`config.mk`:
```
export PLATFORM = sky130hd
export DESIGN_NAME = dpll_clk_recovery
export DESIGN_NICKNAME = d
export VERILOG_FILES = /design/src/rtl/dpll_pkg.sv /design/src/rtl/dpll_ctrl.sv /design/src/rtl/dpll_src_sel.sv /design/src/rtl/dpll_edge_det.sv /design/src/rtl/dpll_phase_ctr.sv /design/src/rtl/dpll_clk_dec.sv /design/src/rtl/dpll_clk_recovery.sv
export SDC_FILE = /design/constraint.sdc
export NUM_CORES = 1
export LEC_CHECK = 0
export ABC_AREA = 1
export BUFFER_PORTS_ARGS = -buffer_cell sky130_fd_sc_hd__buf_2
export CORE_AREA = 2 2 44 46
export DETAILED_ROUTE_END_ITERATION = 7
export DIE_AREA = 0 0 46 48
export GPL_TIMING_DRIVEN = 0
export PLACE_DENSITY = 0.66
export RECOVER_POWER = 100
export SYNTH_ARGS = -nofsm -noshare
export SYNTH_HDL_FRONTEND = slang
export SYNTH_SLANG_ARGS = --single-unit
export TNS_END_PERCENT = 30
```
`constraint.sdc`:
```
create_clock -name clk_i -period 2.4 [get_ports clk_i]
set_clock_uncertainty 0.15 [all_clocks]
set_input_delay 0.12 -clock clk_i [delete_from_list [all_inputs] [get_ports clk_i]]
set_output_delay 0.12 -clock clk_i [all_outputs]
set_load 0.02 [all_outputs]
```
`src/rtl/dpll_pkg.sv`:
```
package dpll_pkg;
  localparam logic [2:0] CMD_OFF      = 3'b001;
  localparam logic [2:0] CMD_SRC_BAUD = 3'b100;
  localparam logic [2:0] CMD_SRC_PIN  = 3'b101;
  localparam logic [2:0] CMD_MODE_FM  = 3'b110;
  localparam logic [2:0] CMD_MODE_NRZ = 3'b111;

  typedef enum logic {SRC_BAUD = 1'b0, SRC_PIN = 1'b1} src_e;
  typedef enum logic {MODE_NRZI = 1'b0, MODE_FM = 1'b1} mode_e;
endpackage

```
`src/rtl/dpll_ctrl.sv`:
```
module dpll_ctrl
  import dpll_pkg::*;
(
  input  logic       clk_i,
  input  logic       rst_ni,
  input  logic       cmd_valid_i,
  input  logic [2:0] cmd_i,
  output logic       en_o,
  output src_e       src_o,
  output mode_e      mode_o,
  output logic       restart_o
);
  logic  en_q;
  src_e  src_q;
  mode_e mode_q;

  always_ff @(posedge clk_i or negedge rst_ni) begin
    if (!rst_ni) begin
      en_q   <= 1'b0;
      src_q  <= SRC_BAUD;
      mode_q <= MODE_NRZI;
    end else if (cmd_valid_i) begin
      case (cmd_i)
        CMD_OFF:      en_q <= 1'b0;
        // source may only move while the counter is frozen
        CMD_SRC_BAUD: if (!en_q) src_q <= SRC_BAUD;
        CMD_SRC_PIN:  if (!en_q) src_q <= SRC_PIN;
        CMD_MODE_FM: begin
          mode_q <= MODE_FM;
          en_q   <= 1'b1;
        end
        CMD_MODE_NRZ: begin
          mode_q <= MODE_NRZI;
          en_q   <= 1'b1;
        end
        default: ;
      endcase
    end
  end

  assign restart_o = cmd_valid_i && ((cmd_i == CMD_MODE_FM) || (cmd_i == CMD_MODE_NRZ));
  assign en_o      = en_q;
  assign src_o     = src_q;
  assign mode_o    = mode_q;
endmodule

```
`src/rtl/dpll_src_sel.sv`:
```
module dpll_src_sel
  import dpll_pkg::*;
#(
  parameter int unsigned SYNC_STAGES = 2
) (
  input  logic clk_i,
  input  logic rst_ni,
  input  src_e src_i,
  input  logic baud_tick_i,
  input  logic ext_clk_i,
  output logic tick_o
);
  // [SYNC_STAGES-1] is the synchronised level, [SYNC_STAGES] its previous value
  logic [SYNC_STAGES:0] ext_sh_q;
  logic                 ext_rise;

  always_ff @(posedge clk_i or negedge rst_ni) begin
    if (!rst_ni) ext_sh_q <= '0;
    else         ext_sh_q <= {ext_sh_q[SYNC_STAGES-1:0], ext_clk_i};
  end

  assign ext_rise = ext_sh_q[SYNC_STAGES-1] & ~ext_sh_q[SYNC_STAGES];
  assign tick_o   = (src_i == SRC_PIN) ? ext_rise : baud_tick_i;
endmodule

```
`src/rtl/dpll_edge_det.sv`:
```
module dpll_edge_det #(
  parameter int unsigned SYNC_STAGES = 2
) (
  input  logic clk_i,
  input  logic rst_ni,
  input  logic en_i,
  input  logic restart_i,
  input  logic tick_i,
  input  logic rxd_i,
  output logic edge_o
);
  logic [SYNC_STAGES:0] rxd_sh_q;
  logic                 edge_now;
  logic                 pend_q;

  always_ff @(posedge clk_i or negedge rst_ni) begin
    if (!rst_ni) rxd_sh_q <= '0;
    else         rxd_sh_q <= {rxd_sh_q[SYNC_STAGES-1:0], rxd_i};
  end

  assign edge_now = rxd_sh_q[SYNC_STAGES-1] ^ rxd_sh_q[SYNC_STAGES];

  // a transition waits here until the next sampling tick consumes it
  always_ff @(posedge clk_i or negedge rst_ni) begin
    if (!rst_ni)                   pend_q <= 1'b0;
    else if (!en_i || restart_i)   pend_q <= 1'b0;
    else if (tick_i)               pend_q <= 1'b0;
    else if (edge_now)             pend_q <= 1'b1;
  end

  assign edge_o = pend_q | edge_now;
endmodule

```
`src/rtl/dpll_phase_ctr.sv`:
```
module dpll_phase_ctr
  import dpll_pkg::*;
#(
  parameter int unsigned CNT_W = 5
) (
  input  logic             clk_i,
  input  logic             rst_ni,
  input  logic             en_i,
  input  logic             restart_i,
  input  mode_e            mode_i,
  input  logic             tick_i,
  input  logic             edge_i,
  output logic [CNT_W-1:0] cnt_o
);
  localparam int unsigned PER_N  = 2 ** CNT_W;
  localparam int unsigned HALF_N = PER_N / 2;
  localparam int unsigned HALF_F = PER_N / 4;
  localparam int unsigned WIN_LO = PER_N / 8;
  localparam int unsigned WIN_HI = (3 * PER_N) / 8;

  logic [CNT_W-1:0] cnt_q, half, mask, step, nxt;
  logic             in_win;

  always_comb begin
    half   = (mode_i == MODE_FM) ? CNT_W'(HALF_F) : CNT_W'(HALF_N);
    mask   = (mode_i == MODE_FM) ? CNT_W'(PER_N / 2 - 1) : CNT_W'(PER_N - 1);
    // FM mid-bit window: transitions here carry data, not timing
    in_win = (mode_i == MODE_FM) && (cnt_q >= CNT_W'(WIN_LO)) && (cnt_q < CNT_W'(WIN_HI));
    step   = CNT_W'(1);
    if (edge_i && !in_win) begin
      if (cnt_q == '0 || cnt_q == half) step = CNT_W'(1);
      else if (cnt_q < half)            step = CNT_W'(0);
      else                              step = CNT_W'(2);
    end
    nxt = (cnt_q + step) & mask;
  end

  always_ff @(posedge clk_i or negedge rst_ni) begin
    if (!rst_ni)                 cnt_q <= '0;
    else if (!en_i || restart_i) cnt_q <= '0;
    else if (tick_i)             cnt_q <= nxt;
  end

  assign cnt_o = cnt_q;
endmodule

```
`src/rtl/dpll_clk_dec.sv`:
```
module dpll_clk_dec
  import dpll_pkg::*;
#(
  parameter int unsigned CNT_W = 5
) (
  input  logic             en_i,
  input  mode_e            mode_i,
  input  logic [CNT_W-1:0] cnt_i,
  output logic             rx_clk_o,
  output logic             tx_clk_o
);
  localparam int unsigned HALF_N = 2 ** (CNT_W - 1);
  localparam int unsigned HALF_F = 2 ** (CNT_W - 2);

  logic [CNT_W-1:0] half;

  assign half     = (mode_i == MODE_FM) ? CNT_W'(HALF_F) : CNT_W'(HALF_N);
  assign rx_clk_o = en_i && (cnt_i >= half);
  assign tx_clk_o = en_i && (cnt_i < half);
endmodule

```
`src/rtl/dpll_clk_recovery.sv`:
```
module dpll_clk_recovery
  import dpll_pkg::*;
#(
  parameter int unsigned CNT_W       = 5,
  parameter int unsigned SYNC_STAGES = 2
) (
  input  logic       clk_i,
  input  logic       rst_ni,
  input  logic       cmd_valid_i,
  input  logic [2:0] cmd_i,
  input  logic       baud_tick_i,
  input  logic       ext_clk_i,
  input  logic       rxd_i,
  output logic       rx_clk_o,
  output logic       tx_clk_o
);
  logic             en, restart, tick, edge_hit;
  src_e             src;
  mode_e            mode;
  logic [CNT_W-1:0] cnt;

  dpll_ctrl i_ctrl (
    .clk_i, .rst_ni, .cmd_valid_i, .cmd_i,
    .en_o(en), .src_o(src), .mode_o(mode), .restart_o(restart)
  );

  dpll_src_sel #(.SYNC_STAGES(SYNC_STAGES)) i_src (
    .clk_i, .rst_ni, .src_i(src), .baud_tick_i, .ext_clk_i, .tick_o(tick)
  );

  dpll_edge_det #(.SYNC_STAGES(SYNC_STAGES)) i_edge (
    .clk_i, .rst_ni, .en_i(en), .restart_i(restart), .tick_i(tick),
    .rxd_i, .edge_o(edge_hit)
  );

  dpll_phase_ctr #(.CNT_W(CNT_W)) i_ctr (
    .clk_i, .rst_ni, .en_i(en), .restart_i(restart), .mode_i(mode),
    .tick_i(tick), .edge_i(edge_hit), .cnt_o(cnt)
  );

  dpll_clk_dec #(.CNT_W(CNT_W)) i_dec (
    .en_i(en), .mode_i(mode), .cnt_i(cnt), .rx_clk_o, .tx_clk_o
  );
endmodule

```
[Word level (Yosys, flattened, before mapping)]
Cells that the tools add are included.
Word-level totals
  register bits after elaboration: 15
  latch bits: 0
  RAM bits: 0
  bits in read-only memories: 0
  input bits: 9
  output and inout bits: 2
  word-level logic and storage cells: 62
  memories: 0
Cells by class
  add/sub/neg operators: 1
  $mul: 0
  div/mod/pow operators: 0
  magnitude comparators: 4
  eq/ne operators: 8
  shift-type cells: 0
  mux-type cells: 16
  bitwise operators: 5
  reductions and logical operators: 21
Operators with widths (number)
  $mux 5: 4
  $eq 3x3->1 const B: 4
  $reduce_bool 2->1: 4
  $logic_and 1x1->1: 6
  $mux 1: 6
  $mux 2: 3
  $pmux 1 s2: 3
  $add 5x5->5: 1
  $and 5x5->5: 1
  $eq 5x5->1: 1
  $ge 5x3->1 const B: 1
  $ge 5x5->1: 1
  $logic_not 5->1: 1
  $lt 5x4->1 const B: 1
  $lt 5x5->1: 1
  $ne 2x2->1 const B: 2
  $reduce_and 2->1: 2
  $reduce_and 4->1: 1
  $eq 3x1->1 const B: 1
  $logic_or 1x1->1: 3
  $reduce_bool 3->1: 1
  $logic_not 1->1: 2
  $reduce_or 2->1: 1
  $and 1x1->1: 1
  3 further kinds: 3

[Logic depth before layout (Yosys ltp)]
  depth in word-level cells: 10
  gate-level depth with buffers: 13

[Modules after synthesis]
Synthesis repeated with hierarchy kept, for this count alone.
Second synthesis, totals
  cells, all modules: 124
  area total of the unflattened synthesis: 913.4 µm²
By module, submodules not included
  dpll_phase_ctr: times used 1, cells each 64, area an instance 430.4 µm²
  dpll_ctrl: times used 1, cells each 27, area an instance 167.7 µm²
  dpll_edge_det: times used 1, cells each 13, area an instance 148.9 µm²
  dpll_src_sel: times used 1, cells each 8, area an instance 95.1 µm²
  dpll_clk_dec: times used 1, cells each 12, area an instance 71.3 µm²

[Worst setup path after synthesis]
No wires, ideal clock.
  kind: reg2reg
  start point: register i_ctr.cnt_q[3] (netlist: i_ctr.cnt_o[3])
  end point: register i_ctr.cnt_q[4] (netlist: i_ctr.cnt_o[4])
  setup time: 0.117 ns
  arrival time: 1.904 ns
  required time: 2.133 ns
  slack: 0.228 ns
  stages on the path, launching flop included: 14
  period minus slack after synthesis: 2.172 ns
  path through: dfrtp_1 > inv_1 > ha_1 > nand4_1 > nand4_1 > ha_1 > inv_1 > fa_1 > inv_1 > nand3_1 > nand2_1 > nand2_1 > nand3_1 > nand2_1
Between the ends
  longest elaborated chain between the ends: 10
RTL lines
  start: declaration: RTL line dpll_phase_ctr.sv:21  | logic [CNT_W-1:0] cnt_q, half, mask, step, nxt;
  start signal: assignment: RTL line dpll_phase_ctr.sv:41  | else if (tick_i) cnt_q <= nxt;
  $ge 5x3->1: RTL line dpll_phase_ctr.sv:28  | in_win = (mode_i == MODE_FM) && (cnt_q >= CNT_W'(WIN_LO)) && (cnt_q < CNT_W'(WIN_HI));
  $logic_and 1x1->1 (2 in series): RTL line dpll_phase_ctr.sv:28
  $logic_not 1->1: RTL line dpll_phase_ctr.sv:30  | if (edge_i && !in_win) begin
  $logic_and 1x1->1: RTL line dpll_phase_ctr.sv:30
  $mux 2: RTL line dpll_phase_ctr.sv:30
  $add 5x5->5 (*): RTL line dpll_phase_ctr.sv:35  | nxt = (cnt_q + step) & mask;
  $and 5x5->5 (*): RTL line dpll_phase_ctr.sv:35
  $mux 5 (*): RTL line dpll_phase_ctr.sv:41
  $mux 5 (*): RTL line dpll_phase_ctr.sv:40  | else if (!en_i || restart_i) cnt_q <= '0;
Every way passes the cells marked *; elsewhere a longest branch is shown, timed or not. The select of a mux whose other input is x is not followed.
A chain may end at the register's enable or synchronous reset.

[Final worst setup path]
  start point: register i_ctrl.mode_q (netlist: i_ctrl.mode_o)
  end point: register i_ctr.cnt_q[4] (netlist: i_ctr.cnt_o[4])
Between the ends
  longest elaborated chain between the ends: 9
RTL lines
  start: declaration: RTL line dpll_ctrl.sv:15  | mode_e mode_q;
  start signal: assignment: RTL line dpll_ctrl.sv:21  | mode_q <= MODE_NRZI;
  start signal: assignment: RTL line dpll_ctrl.sv:29  | mode_q <= MODE_FM;
  start signal: assignment: RTL line dpll_ctrl.sv:33  | mode_q <= MODE_NRZI;
  $mux 5 / $logic_and 1x1->1 (equally long branches): RTL line dpll_phase_ctr.sv:25, dpll_phase_ctr.sv:28
  $lt 5x5->1, or another cell as far along: RTL line dpll_phase_ctr.sv:32  | else if (cnt_q < half) step = CNT_W'(0);
  $mux 2, or another cell as far along: RTL line dpll_phase_ctr.sv:32
  $mux 2 / $logic_and 1x1->1 (equally long branches): RTL line dpll_phase_ctr.sv:31, dpll_phase_ctr.sv:30
  $mux 2: RTL line dpll_phase_ctr.sv:30
  $add 5x5->5: RTL line dpll_phase_ctr.sv:35
  $and 5x5->5 (*): RTL line dpll_phase_ctr.sv:35
  $mux 5 (*): RTL line dpll_phase_ctr.sv:41
  $mux 5 (*): RTL line dpll_phase_ctr.sv:40
Marks and branches as above.

==> metrics.md <==
| Metric | Value |
|---|---|
| Cells on worst reg2reg path | `12` |
| Fin area | `992 µm²` |
| Clock H-tree levels | `1` |
| Worst Path Required | `2.44 ns` |
| FP Rows | `15` |
| Vias in the first global route | `662` |
| Status | `complete, no violations` |
| Max clock buf depth | `2` |
| Max incr delay on CP | `0.45 ns` |
| Part of the cycle the worst path needs | `96.6%` |
| Crit. End Element | `flip-flop` |
| GPL Wtd Cong | `0.786` |
| Crit path buf inv count | `2` |
| Post-Synthesis Cells | `100` |
| Die W | `46 µm` |
| TritonCTS buffer count | `3` |
| Worst path slowest cell | `dfrtp_1` |
| Setup violators final | `0` |
| Delay-heaviest family, CP | `adder cells` |
| Crit path depth | `12` |
| Largest net degree at the start of global routing | `16` |
| Clk_lat worst skew | `0.29 ns` |
| Share of layout cells above drive strength 1 | `17.9%` |
| Netlist cell types | `16` |
| Rel. slew slack | `45.8%` |
| Worst EP arrival | `2.35 ns` |
| Fin. max-slew vios | `0` |
| Hold Violations, Final | `0` |
| Sequential share of the synthesized area | `47.1%` |
| Leak Pwr | `0.528 nW` |
| CP cell instances | `ha_1 > nand4_1 > nand4_1 > ha_2 > inv_2 > fa_2 > inv_2 > nand3_2 > nand2_1 > nand2_1 > nand3_1 > nand2_1` |
| IO buf count | `10` |
| Fin nets | `138` |
| DR iter-0 viols | `5` |
| Drt first pass iters | `4` |
| Min Tclk post-route | `2.32 ns` |
| Starting density of the core | `47.2%` |
| Post-layout util | `58.7%` |
| Clock sinks | `15` |
| Clock transition at path regs | `0.10 ns` |
| Clock root buffer master | `clkbuf_4` |
| Top Ports | `11` |
| # DRC | `0` |
| Critical path class | `flip-flop to flip-flop` |
| Crit Path Max Fanout | `4` |
| DP Area | `868 µm²` |
| First-pass GRT wire length | `2550 µm` |
| Post-synthesis cell area | `797 µm²` |
| Vias per cell | `5.04` |
| Initial antenna violation count | `0` |
| Post-synthesis register bit count | `15` |
| Warning count from the yosys run | `0` |
| Vias after detailed routing | `706` |
| DP HPWL | `1120 µm` |
| Final wirelength | `1630 µm` |
| CTS tree | `yes` |
| Filler instances | `154` |
| DRT antenna net count | `0` |
| Worst Tran Pin Value | `0.813 ns` |
| Most common cell type on the critical path | `nand2_1` |
| Syn_area_per_cell | `7.97 µm²` |
| Achievable frequency | `431 MHz` |
| Power Dens Cells | `766 nW/µm²` |
| CP Launch Type | `flip-flop` |
| Synthesized Nets | `114` |
| Total track usage | `16.7%` |
| RSZ-0062 raised after global routing | `true` |
| Hold slack | `0.0301 ns` |
| WL per Instance | `11.7 µm` |
| Diode count | `0` |
| VDD IR max | `535 µV` |
| Core region area | `1690 µm²` |
| Hold depth | `3` |
| P&R area growth vs syn | `24.5%` |
| Grt total ovfl | `0` |
| Die Y | `48 µm` |
| Die ar. | `2210 µm²` |
| Max-cap violation count | `0` |
| Hold Path Class | `input port to flip-flop` |
| PnR Total Power | `0.760 mW` |
==> worst paths after layout <==
check	slack (ns)	start	end
max	0.08	i_ctrl.mode_o$_DFFE_PN0P_	i_ctr.cnt_o[4]$_DFFE_PN0N_
min	0.03	cmd_i[1]	i_ctrl.en_o$_DFFE_PN0P_
max reg2reg	0.08	i_ctrl.mode_o$_DFFE_PN0P_	i_ctr.cnt_o[4]$_DFFE_PN0N_
min reg2reg	0.21	i_edge.rxd_sh_q[0]$_DFF_PN0_	i_edge.rxd_sh_q[1]$_DFF_PN0_
max in group asynchronous	1.32	rst_ni	i_ctrl.mode_o$_DFFE_PN0P_
min in group asynchronous	0.27	rst_ni	i_edge.rxd_sh_q[2]$_DFF_PN0_
==> synthesized netlist by cell type <==
| cell type | n | share of area [%] |
|---|---|---|
| nor2_4 | 1 | 1.4 |
| nand4_1 | 5 | 3.9 |
| fa_1 | 1 | 2.5 |
| and2_1 | 1 | 0.79 |
| nand2_2 | 1 | 0.79 |
| nand2_1 | 25 | 12 |
| nor2_1 | 9 | 4.2 |
| inv_2 | 1 | 0.47 |
| nand3b_1 | 1 | 0.94 |
| nand3_1 | 9 | 5.7 |
| dfrtp_1 | 15 | 47 |
| nor3_1 | 1 | 0.63 |
| inv_1 | 18 | 8.5 |
| ha_1 | 4 | 6.3 |
| o21ai_0 | 2 | 1.3 |
| a21oi_1 | 6 | 3.8 |
==> state kept, by name, summed over array words and instances (netlist names) <==
register / flops
i_edge.pend_q: 1
i_ctrl.src_o: 1
i_ctrl.en_o: 1
i_src.ext_sh_q: 3
i_ctr.cnt_o: 5
i_edge.rxd_sh_q: 3
i_ctrl.mode_o: 1
==> per-layer routing <==
metal	global-route usage (%)	wire length [µm]
met5	0	0
met4	8.57	33
met3	2.26	31
met2	31.4	863
met1	18.1	704
==> tightest hold or removal path, cell delays in order <==
cell     delay (ns)
buf_2          0.09
nand3_1        0.13
o21ai_0        0.10
==> per-stage QoR <==
step           instances  setup slack, ns  TNS, ns
2_1_floorplan        100            0.228        0
3_3_place_gp         127           0.0608        0
3_5_place_dp         127          0.00753        0
4_1_cts              138           0.0453        0
5_1_grt              140          -0.0768  -0.0768
6_report             140           0.0815        0
==> layout by cell type, fill, tap and decap left out, drive strengths merged <==
cell	instances
nor2	10
clkbuf	6
inv	19
nor3	1
and2	1
a21oi	6
buf	10
nand3	9
dfrtp	15
fa	1
clkinvlp	1
o21ai	2
nand3b	1
dlygate4sd3	6
nand2	26
nand4	5
ha	4
==> what timing repair did <==
item	4_1_cts	5_1_grt
hold buffers	6	0
endpoints found under the setup margin	1	2
gates resized for setup	0	6
pin swaps	0	8
buffers inserted	1	2
hold endpoints to repair	20	0
==> final cells by class <==
| class | count | area, µm² | share of cell area, % |
|---|---|---|---|
| clock buffers | 3 | 22.5 | 2.27 |
| flip-flops and latches | 15 | 375 | 37.8 |
| clock inverters | 1 | 7.51 | 0.757 |
| well taps | 17 | 21.3 | 2.14 |
| repair buffers | 19 | 129 | 13.0 |
| multi-input cells | 66 | 365 | 36.8 |
| inverters | 19 | 71.3 | 7.19 |
==> report_power, final <==
part	switching (mW)	internal, mW
clock	0.0863	0.0635
combinational	0.166	0.122
sequential	0.0329	0.290
total	0.285	0.475
==> logic make-up after synthesis <==
| kind of cell | synth area share [%] |
|---|---|
| flip-flops | 47.1 |
| adder cells (fa/ha/maj) | 8.79 |
| AND/OR/NAND/NOR | 30.1 |
| AO/OA/AOI/OAI | 5.02 |
| buffers and inverters | 8.95 |
Note: power is estimated with default switching activity, not from simulation.
